$ cat src/rtl/adc_res_pkg.sv
package adc_res_pkg;
  localparam int BYTE_W = 8;

  typedef enum logic {
    VIEW_WORD = 1'b0,
    VIEW_BYTE = 1'b1
  } view_e;
endpackage

$ cat src/rtl/adc_norm_bank.sv
module adc_norm_bank #(
  parameter int RES_W    = 12,
  parameter int NUM_NORM = 16,
  parameter int SLOT_W   = 4
) (
  input  logic                             clk_i,
  input  logic                             rst_ni,
  input  logic                             wr_i,
  input  logic [SLOT_W-1:0]                slot_i,
  input  logic [RES_W-1:0]                 res_i,
  output logic [NUM_NORM-1:0][RES_W-1:0]   reg_o
);
  for (genvar g = 0; g < NUM_NORM; g++) begin : g_slot
    logic hit;
    assign hit = wr_i && (slot_i == SLOT_W'(g));
    always_ff @(posedge clk_i or negedge rst_ni) begin
      if (!rst_ni)  reg_o[g] <= '0;
      else if (hit) reg_o[g] <= res_i;
    end
  end
endmodule

$ cat src/rtl/adc_ext_bank.sv
module adc_ext_bank #(
  parameter int RES_W   = 12,
  parameter int NUM_EXT = 5,
  parameter int GRP_A_N = 3,
  parameter int SLOT_W  = 4
) (
  input  logic                            clk_i,
  input  logic                            rst_ni,
  input  logic                            wr_i,
  input  logic [SLOT_W-1:0]               slot_i,
  input  logic [RES_W-1:0]                res_i,
  input  logic                            grp_a_load_i,
  input  logic                            grp_b_load_i,
  output logic [NUM_EXT-1:0][RES_W-1:0]   buf_o,
  output logic [NUM_EXT-1:0][RES_W-1:0]   pub_o
);
  for (genvar g = 0; g < NUM_EXT; g++) begin : g_slot
    logic hit, load;
    assign hit = wr_i && (slot_i == SLOT_W'(g));
    // group membership picked by slot position
    if (g < GRP_A_N) begin : g_grp_a
      assign load = grp_a_load_i;
    end else begin : g_grp_b
      assign load = grp_b_load_i;
    end

    always_ff @(posedge clk_i or negedge rst_ni) begin
      if (!rst_ni)  buf_o[g] <= '0;
      else if (hit) buf_o[g] <= res_i;
    end

    // nonblocking copy takes the pre-edge buffer value
    always_ff @(posedge clk_i or negedge rst_ni) begin
      if (!rst_ni)   pub_o[g] <= '0;
      else if (load) pub_o[g] <= buf_o[g];
    end
  end
endmodule

$ cat src/rtl/adc_rd_port.sv
module adc_rd_port
  import adc_res_pkg::*;
#(
  parameter int RES_W    = 12,
  parameter int REG_W    = 16,
  parameter int NUM_NORM = 16,
  parameter int NUM_EXT  = 5,
  parameter int ADDR_W   = 5
) (
  input  logic                            clk_i,
  input  logic                            rst_ni,
  input  logic [ADDR_W-1:0]               rd_addr_i,
  input  logic                            rd_byte_i,
  input  logic [NUM_NORM-1:0][RES_W-1:0]  norm_i,
  input  logic [NUM_EXT-1:0][RES_W-1:0]   ext_i,
  output logic [REG_W-1:0]                rd_data_o
);
  localparam int PAD_W = REG_W - RES_W;

  logic [ADDR_W-1:0] addr_q;
  view_e             view_q;
  logic [RES_W-1:0]  sel;

  always_ff @(posedge clk_i or negedge rst_ni) begin
    if (!rst_ni) begin
      addr_q <= '0;
      view_q <= VIEW_WORD;
    end else begin
      addr_q <= rd_addr_i;
      view_q <= view_e'(rd_byte_i);
    end
  end

  always_comb begin
    sel = '0;
    for (int i = 0; i < NUM_NORM; i++)
      if (addr_q == ADDR_W'(i)) sel = norm_i[i];
    for (int i = 0; i < NUM_EXT; i++)
      if (addr_q == ADDR_W'(NUM_NORM + i)) sel = ext_i[i];
  end

  always_comb begin
    if (view_q == VIEW_BYTE)
      rd_data_o = {{(REG_W-BYTE_W){1'b0}}, sel[RES_W-1 -: BYTE_W]};
    else
      rd_data_o = {sel, {PAD_W{1'b0}}};
  end
endmodule

$ cat src/rtl/adc_result_bank.sv
module adc_result_bank #(
  parameter int RES_W    = 12,
  parameter int REG_W    = 16,
  parameter int NUM_NORM = 16,
  parameter int NUM_EXT  = 5,
  parameter int GRP_A_N  = 3,
  localparam int SLOT_W  = $clog2(NUM_NORM),
  localparam int ADDR_W  = $clog2(NUM_NORM + NUM_EXT)
) (
  input  logic              clk_i,
  input  logic              rst_ni,
  input  logic              ext_mode_i,
  input  logic              done_i,
  input  logic              done_ext_i,
  input  logic [SLOT_W-1:0] done_slot_i,
  input  logic [RES_W-1:0]  done_res_i,
  input  logic              grp_a_load_i,
  input  logic              grp_b_load_i,
  input  logic [ADDR_W-1:0] rd_addr_i,
  input  logic              rd_byte_i,
  output logic [REG_W-1:0]  rd_data_o
);
  logic [NUM_NORM-1:0][RES_W-1:0] norm_q;
  logic [NUM_EXT-1:0][RES_W-1:0]  ext_buf_q;
  logic [NUM_EXT-1:0][RES_W-1:0]  ext_pub_q;
  logic norm_wr, ext_wr;

  assign norm_wr = done_i && !done_ext_i;
  assign ext_wr  = done_i && done_ext_i && ext_mode_i;

  adc_norm_bank #(
    .RES_W(RES_W), .NUM_NORM(NUM_NORM), .SLOT_W(SLOT_W)
  ) u_norm (
    .clk_i(clk_i), .rst_ni(rst_ni), .wr_i(norm_wr),
    .slot_i(done_slot_i), .res_i(done_res_i), .reg_o(norm_q)
  );

  adc_ext_bank #(
    .RES_W(RES_W), .NUM_EXT(NUM_EXT), .GRP_A_N(GRP_A_N), .SLOT_W(SLOT_W)
  ) u_ext (
    .clk_i(clk_i), .rst_ni(rst_ni), .wr_i(ext_wr),
    .slot_i(done_slot_i), .res_i(done_res_i),
    .grp_a_load_i(grp_a_load_i), .grp_b_load_i(grp_b_load_i),
    .buf_o(ext_buf_q), .pub_o(ext_pub_q)
  );

  adc_rd_port #(
    .RES_W(RES_W), .REG_W(REG_W), .NUM_NORM(NUM_NORM),
    .NUM_EXT(NUM_EXT), .ADDR_W(ADDR_W)
  ) u_rd (
    .clk_i(clk_i), .rst_ni(rst_ni), .rd_addr_i(rd_addr_i),
    .rd_byte_i(rd_byte_i), .norm_i(norm_q), .ext_i(ext_pub_q),
    .rd_data_o(rd_data_o)
  );
endmodule

$ cat config.mk
export PLATFORM = sky130hd
export DESIGN_NAME = adc_result_bank
export DESIGN_NICKNAME = d
export VERILOG_FILES = /design/src/rtl/adc_res_pkg.sv /design/src/rtl/adc_norm_bank.sv /design/src/rtl/adc_ext_bank.sv /design/src/rtl/adc_rd_port.sv /design/src/rtl/adc_result_bank.sv
export SDC_FILE = /design/constraint.sdc
export NUM_CORES = 1
export LEC_CHECK = 0
export ABC_CLOCK_PERIOD_IN_PS = 2500
export CORE_ASPECT_RATIO = 0.9
export CORE_MARGIN = 1.5
export CORE_UTILIZATION = 62
export DETAILED_ROUTE_END_ITERATION = 16
export PLACE_DENSITY = 0.78
export SLEW_MARGIN = 40
export SYNTH_ARGS = -nofsm -noshare
export SYNTH_HDL_FRONTEND = slang
export SYNTH_SLANG_ARGS = --single-unit
$ cat constraint.sdc
create_clock -name clk_i -period 2.5 [get_ports clk_i]
set_input_delay 0.375 -clock clk_i [delete_from_list [all_inputs] [get_ports clk_i]]
set_output_delay 0.375 -clock clk_i [all_outputs]
set_load 0.005 [all_outputs]
==> results.toml, run 1 <==
[synth]
synth_enable_flop_cells = 0
share_of_yosys_cell_area_claimed_by_the_top_area_cell_type_pct = 53.2
leading_cell_type_by_number_of_instances_after_synthesis = "sky130_fd_sc_hd__dfrtp_1"
synthesis.instances = 1201
synth_ff_type = "sky130_fd_sc_hd__dfrtp_1"
synth_area_um2 = 14900
synth.avg_cell_area_um2 = 12.4
postSynthRegisterBits = 318
netlist_top_cells_area = "sky130_fd_sc_hd__dfrtp_1, sky130_fd_sc_hd__mux2_2, sky130_fd_sc_hd__a21oi_1, sky130_fd_sc_hd__clkbuf_1, sky130_fd_sc_hd__mux2i_1"
synth-async-reset-ratio_pct = 100
synth.yosys.seq_area_share_pct = 53.2
synth_area_leader_cell = "sky130_fd_sc_hd__dfrtp_1"
post_synth_most_frequent_cells = "sky130_fd_sc_hd__dfrtp_1, sky130_fd_sc_hd__mux2_2, sky130_fd_sc_hd__clkbuf_1"
netlist-cell-type-count = 74
syn-num-nets = 1230
yosysWarnings = 0

[sta]
rsz_0062_raised_after_global_routing = "yes"
hold_viol = 0
worst_clock_skew_ps = 6.26
max_freq_ghz = 0.306
timing_max_transition_violations_final = 0
period_minus_slack_ps = 3270
final_cycle_share_pct = 131
worst_hold_slack_ps = 295
final_worst_setup_slack_ps = -771
relSlewSlack_pct = 45.9
setup_viol_count_final = 16
worst_pin_slew_ps = 809
setup_tns_ps = -11260

[cells_and_area]
syn2layout_area_growth_pct = 28.5
finish.net_count = 1456
n_antenna_cell = 0
fillers = 1243
multi_input_comb_area_um2 = 7150
layout.area.seq_um2 = 7970
post_route_cells_drive_above_1_share_pct = 51.8

[worst_hold_path]
hold_class = "in -> reg"
worstHoldPathCells = 1
hold-path-endpoint = "u_rd.view_q"
timing.hold.worst.start = "rd_byte_i"

[floorplanning]
ios = 45
fp.dieArea_um2 = 25100
fp.dieW_um = 167
floorplan_die_height_um = 150
core_area_um2 = 23500
core.rowCount = 53
initial_core_util_pct = 63.5

[global_routing]
use_met2_pct = 63.2
grt_antenna_before_repair = 0
grt-ovfl-total = 0
gr-max-usage-layer = "met2"
gr-usage-all-layers_pct = 38.9
globalRouteMet1Util_pct = 51.0
grt_pass1_wl_um = 72900
grt_util_met3_pct = 8.91
largest_net_degree_at_the_start_of_global_routing = 64
grt_pass1_vias = 12200

[placement]
number_of_port_buffers = 44
routabilityCongestion = 0.991
dpl.hpwl_um = 30200
preCtsSetupSlack_ps = -635

[setup_path]
r2r-start = "u_norm.reg_o[46]"
worstReg2RegEnd = "u_norm.reg_o[46]"
data_required_time_of_the_worst_path_ps = 2120
ws_path_type = "reg -> out"
critical_path_arrival_ps = 2900
worst_setup_path_end_kind = "output pin"
setup.reg_to_reg.worst_slack_ps = 1600
reg2regPathDepth = 2
largest_fanout_on_the_critical_path = 19
worst_setup_start_kind = "register"

[clocking]
worst_setup_hold_path_clk_slew_ps = 60
cts_tree = "yes"
cts-root-buf = "sky130_fd_sc_hd__clkbuf_16"
clock_insertion_delay_worst_skew_ps = 530
htree_levels = 2
cts.path.max_buffers = 3
cts_buffers = 34
cts.sinks = 318

[status]
run_status = "finished with violations"
violated_checks = "DRC, setup timing"

[drt]
drc = 2
detail_route.wirelength_um = 48700
drt.antenna.violating_nets = 0
first_pass_iters = 12
drt_first_iter_violations = 1274
avgRoutedWirePerCell_um = 27.8
avgViaCountPerCell = 6.77
vias = 11900

[pwr]
p_per_area_nw_per_um2 = 719
max-vdd-ir-drop_uv = 695
power.static_leakage_uw = 0.00877

[run]
cap_violations = 0
==> worst max-delay path, stage by stage (launching register included) <==
cell and delay [ps]:
sky130_fd_sc_hd__dfrtp_4 440, sky130_fd_sc_hd__buf_6 130, sky130_fd_sc_hd__buf_6 190, sky130_fd_sc_hd__mux4_1 610
sky130_fd_sc_hd__and3_1 220, sky130_fd_sc_hd__a311oi_1 310, sky130_fd_sc_hd__or4_4 230, sky130_fd_sc_hd__a31oi_4 90
sky130_fd_sc_hd__buf_2 150
==> how the worst max path moves through the flow <==
stage | from | end | slack [ps] | cells after the start
3_5_place_dp | u_rd.addr_q[0] | rd_data_o[6] | -630 | 7
6_report | u_rd.addr_q[0] | rd_data_o[6] | -770 | 8
2_1_floorplan | u_rd.addr_q[0] | rd_data_o[6] | 160 | 8
4_1_cts | u_rd.addr_q[1] | rd_data_o[6] | -720 | 9
5_1_grt | u_rd.addr_q[1] | rd_data_o[7] | -860 | 11
3_3_place_gp | u_rd.addr_q[0] | rd_data_o[6] | -630 | 9
==> logic make-up (layout without fill, tap and decap cells) <==
kind of cell / count (synthesis) / after routing / synth area share (%)
flip-flops: 318 / 318 / 53.2
buffers and inverters: 114 / 363 / 3.36
AND/OR/NAND/NOR: 226 / 226 / 7.92
AO/OA/AOI/OAI: 200 / 200 / 9.31
multiplexers: 343 / 343 / 26.2
==> placed cells by master, fill, tap and decap left out, drive strengths merged, types with 13 or more instances in the layout <==
cell | Yosys | layout
a21oi | 46 | 46
buf | 45 | 266
clkbuf | 60 | 50
clkdlybuf4s50 | 0 | 25
dfrtp | 318 | 318
mux2 | 315 | 315
mux2i | 22 | 22
nand2 | 49 | 49
nand2b | 15 | 15
nand3 | 13 | 13
nor2 | 58 | 58
nor2b | 18 | 18
nor3 | 20 | 20
o21ai | 39 | 39
==> what timing repair did <==
action,4_1_cts,5_1_grt
cloned,3,0
hold endpoints to repair,55,0
pin swaps,60,32
setup endpoints to repair,16,16
gates resized for setup,211,41
hold buffers,1,0
setup buffers,39,12
==> state kept, by name (all words and copies together) (netlist names) <==
signal,cells
u_ext.buf_o,60
u_ext.pub_o,60
u_norm.reg_o,192
u_rd.addr_q,5
u_rd.view_q,1
==> metrics by stage <==
stage	power, µW	utilization [%]	cell area, µm²	std cells
floorplan	7780	-	14900	1201
global placement	8590	72.2	17000	1642
detailed placement	8720	72.2	17000	1642
CTS	13600	80.5	18900	1740
global route	14300	81.6	19200	1752
finish	13800	81.6	19200	1752
==> final cells by class <==
type / count / share of cell area (%)
Tap cell: 302 / 1.97
Clock buffer: 50 / 5.00
Inverter: 9 / 0.176
Sequential cell: 318 / 41.5
Timing Repair Buffer: 295 / 13.8
Clock inverter: 9 / 0.384
Multi-Input combinational cell: 769 / 37.2
==> power by group <==
group	total, µW	internal, µW	leakage [µW]	switching (µW)
sequential	6650	6040	0.00412	611
combinational	2400	1300	0.00415	1100
clock	4760	2690	0.000504	2080
total	13800	10000	0.00877	3790
==> metal layers <==
layer / vias to the layer above / wire length [µm]
li1: 4862 / -
met1: 6053 / 18900
met2: 740 / 22800
met3: 199 / 4860
met4: 0 / 2190
met5: - / 0
(Power assumes the default switching activity.)
==> run 2: changes to the inputs <==
Settings changed: CORE_ASPECT_RATIO 0.9 to default.
==> run 2 against run 1 <==
Effect of this change: the run ends with setup timing left; combinational power hardly changed; setup slack lost 93 ps; hold slack worse by 2.4 ps; total power increased by 3.3%; wire length down 1.4%; register-to-register slack barely moved; critical path depth is the same; largest cell class unchanged; clock skew up 0.93 ps; sequential power hardly changed; count of clock-buffer cells in the layout shrank 2.
==> results.toml, run 2 (synthesis gave the netlist of run 1 again) <==
[pwr]
p_per_area_nw_per_um2 = 735
max-vdd-ir-drop_uv = 544
power.static_leakage_uw = 0.00885

[clocking]
cts_buffers = 34
worst_setup_hold_path_clk_slew_ps = 60
cts-root-buf = "sky130_fd_sc_hd__clkbuf_16"
cts.sinks = 318
cts.path.max_buffers = 3
htree_levels = 2
clock_insertion_delay_worst_skew_ps = 510
cts_tree = "yes"

[cells_and_area]
top_regs = "u_norm.reg_o: 192 flops, u_ext.buf_o: 60 flops, u_ext.pub_o: 60 flops"
n_antenna_cell = 0
regMostFlops = "u_norm.reg_o"
fin_util_pct = 82.6
post_route_cells_drive_above_1_share_pct = 53.3
mostFrequentLayoutCell = "sky130_fd_sc_hd__mux2_2"
syn2layout_area_growth_pct = 30.0
finish.net_count = 1456
post_layout_nonfiller_instances = 1771
largest_register_ffs = 192
most-common-layout-cells = "sky130_fd_sc_hd__mux2_2, sky130_fd_sc_hd__dfrtp_1, sky130_fd_sc_hd__buf_4, sky130_fd_sc_hd__nor2_1, sky130_fd_sc_hd__nand2_1"
layout.cell_area.non_filler_um2 = 19400

[setup_path]
data_required_time_of_the_worst_path_ps = 2120
reg2regPathDepth = 2
setup.reg_to_reg.worst_slack_ps = 1600
ws_path_type = "reg -> out"
worst_setup_start_kind = "register"
worst_setup_path_end_kind = "output pin"
critical_path_arrival_ps = 2990
largest_fanout_on_the_critical_path = 6
worstReg2RegEnd = "u_norm.reg_o[46]"
r2r-start = "u_norm.reg_o[46]"

[sta]
worst_hold_slack_ps = 292
final_cycle_share_pct = 135
hold_viol = 0
final_worst_setup_slack_ps = -864
period_minus_slack_ps = 3360
rsz_0062_raised_after_global_routing = "yes"
setup_viol_count_final = 16
timing_max_transition_violations_final = 0
max_freq_ghz = 0.297
worst_clock_skew_ps = 7.19
worst_pin_slew_ps = 778
relSlewSlack_pct = 48.0

[floorplanning]
fp.dieArea_um2 = 25100
core.rowCount = 56
floorplan_die_height_um = 158
core_area_um2 = 23500
ios = 45
initial_core_util_pct = 63.5
fp.dieW_um = 158

[drt]
drt_first_iter_violations = 1303
drc = 0
drt.antenna.violating_nets = 0
first_pass_iters = 7
avgRoutedWirePerCell_um = 27.1
detail_route.wirelength_um = 48000
avgViaCountPerCell = 6.63
vias = 11700

[global_routing]
grt_antenna_before_repair = 0
largest_net_degree_at_the_start_of_global_routing = 73
grt_pass1_wl_um = 71500
gr-usage-all-layers_pct = 38.5
grt-ovfl-total = 0
grt_pass1_vias = 12200

[status]
run_status = "finished with violations"
violated_checks = "setup timing"

[worst_hold_path]
worstHoldPathCells = 1
hold_class = "in -> reg"
hold-path-endpoint = "u_rd.addr_q[1]"
timing.hold.worst.start = "rd_addr_i[1]"

[placement]
placedCellCount = 1662
number_of_port_buffers = 44
dpl.hpwl_um = 30000
routabilityCongestion = 0.977
dpl_cell_area_um2 = 17100

[run]
cap_violations = 0
## run 2: cell count changes in the layout (fill, tap and decap cells not counted), moves of 4 or more
| cell | delta |
|---|---|
| sky130_fd_sc_hd__buf_12 | +7 |
| sky130_fd_sc_hd__buf_4 | -7 |
| sky130_fd_sc_hd__clkbuf_1 | -7 |
| sky130_fd_sc_hd__clkbuf_16 | +4 |
| sky130_fd_sc_hd__clkinv_2 | +6 |
| sky130_fd_sc_hd__mux2i_2 | +4 |
## run 2: cell type report
type,count,area [µm²]
clock buffers,48,1040
clock inverters,13,124
fillers,1270,4110
inverters,9,40.0
multi-input cells,769,7170
flip-flops and latches,318,7970
well taps,319,399
repair buffers,295,2700
## run 2: metal layers
layer | wire length [µm] | global-route usage [%] | vias to the layer above
met2 | 22200 | 60.9 | 715
met1 | 19000 | 51.7 | 5977
met5 | 0 | 0 | -
li1 | - | - | 4862
met4 | 2350 | 16.2 | 0
met3 | 4450 | 8.30 | 183
## run 2: through the flow
stage	TNS (ps)	setup slack, ps	total power [µW]
3_3_place_gp	-9770	-733	8620
5_1_grt	-11760	-884	14700
3_5_place_dp	-9930	-739	8740
2_1_floorplan	0	162	7780
4_1_cts	-10340	-798	14100
6_report	-11180	-864	14300
## run 2: worst max-delay path by stage
stage	endpoint	slack [ps]	depth (start not counted)	start
5_1_grt	rd_data_o[6]	-880	9	u_rd.addr_q[0]
6_report	rd_data_o[6]	-860	8	u_rd.addr_q[2]
2_1_floorplan	rd_data_o[6]	160	8	u_rd.addr_q[0]
3_5_place_dp	rd_data_o[1]	-740	10	u_rd.addr_q[0]
3_3_place_gp	rd_data_o[9]	-730	10	u_rd.addr_q[0]
4_1_cts	rd_data_o[6]	-800	10	u_rd.addr_q[1]
## run 2: critical path, stage by stage (launching register included)
cell	delay [ps]
sky130_fd_sc_hd__dfrtp_2	530
sky130_fd_sc_hd__buf_6	170
sky130_fd_sc_hd__or3b_4	390
sky130_fd_sc_hd__o221ai_2	220
sky130_fd_sc_hd__a311oi_2	80
sky130_fd_sc_hd__or4_4	600
sky130_fd_sc_hd__buf_6	150
sky130_fd_sc_hd__a31oi_4	180
sky130_fd_sc_hd__buf_2	140
## run 2: power breakdown
| group | internal, µW | switching (µW) |
|---|---|---|
| Combinational | 1320 | 1100 |
| Clock | 3110 | 2100 |
| Sequential | 6040 | 617 |
## run 2: timing repair
action,4_1_cts,5_1_grt
resized for setup,169,92
pin swaps,34,58
buffers inserted,34,22
hold endpoints to repair,67,0
hold buffers,1,0
cloned,2,1
setup endpoints to repair,16,16
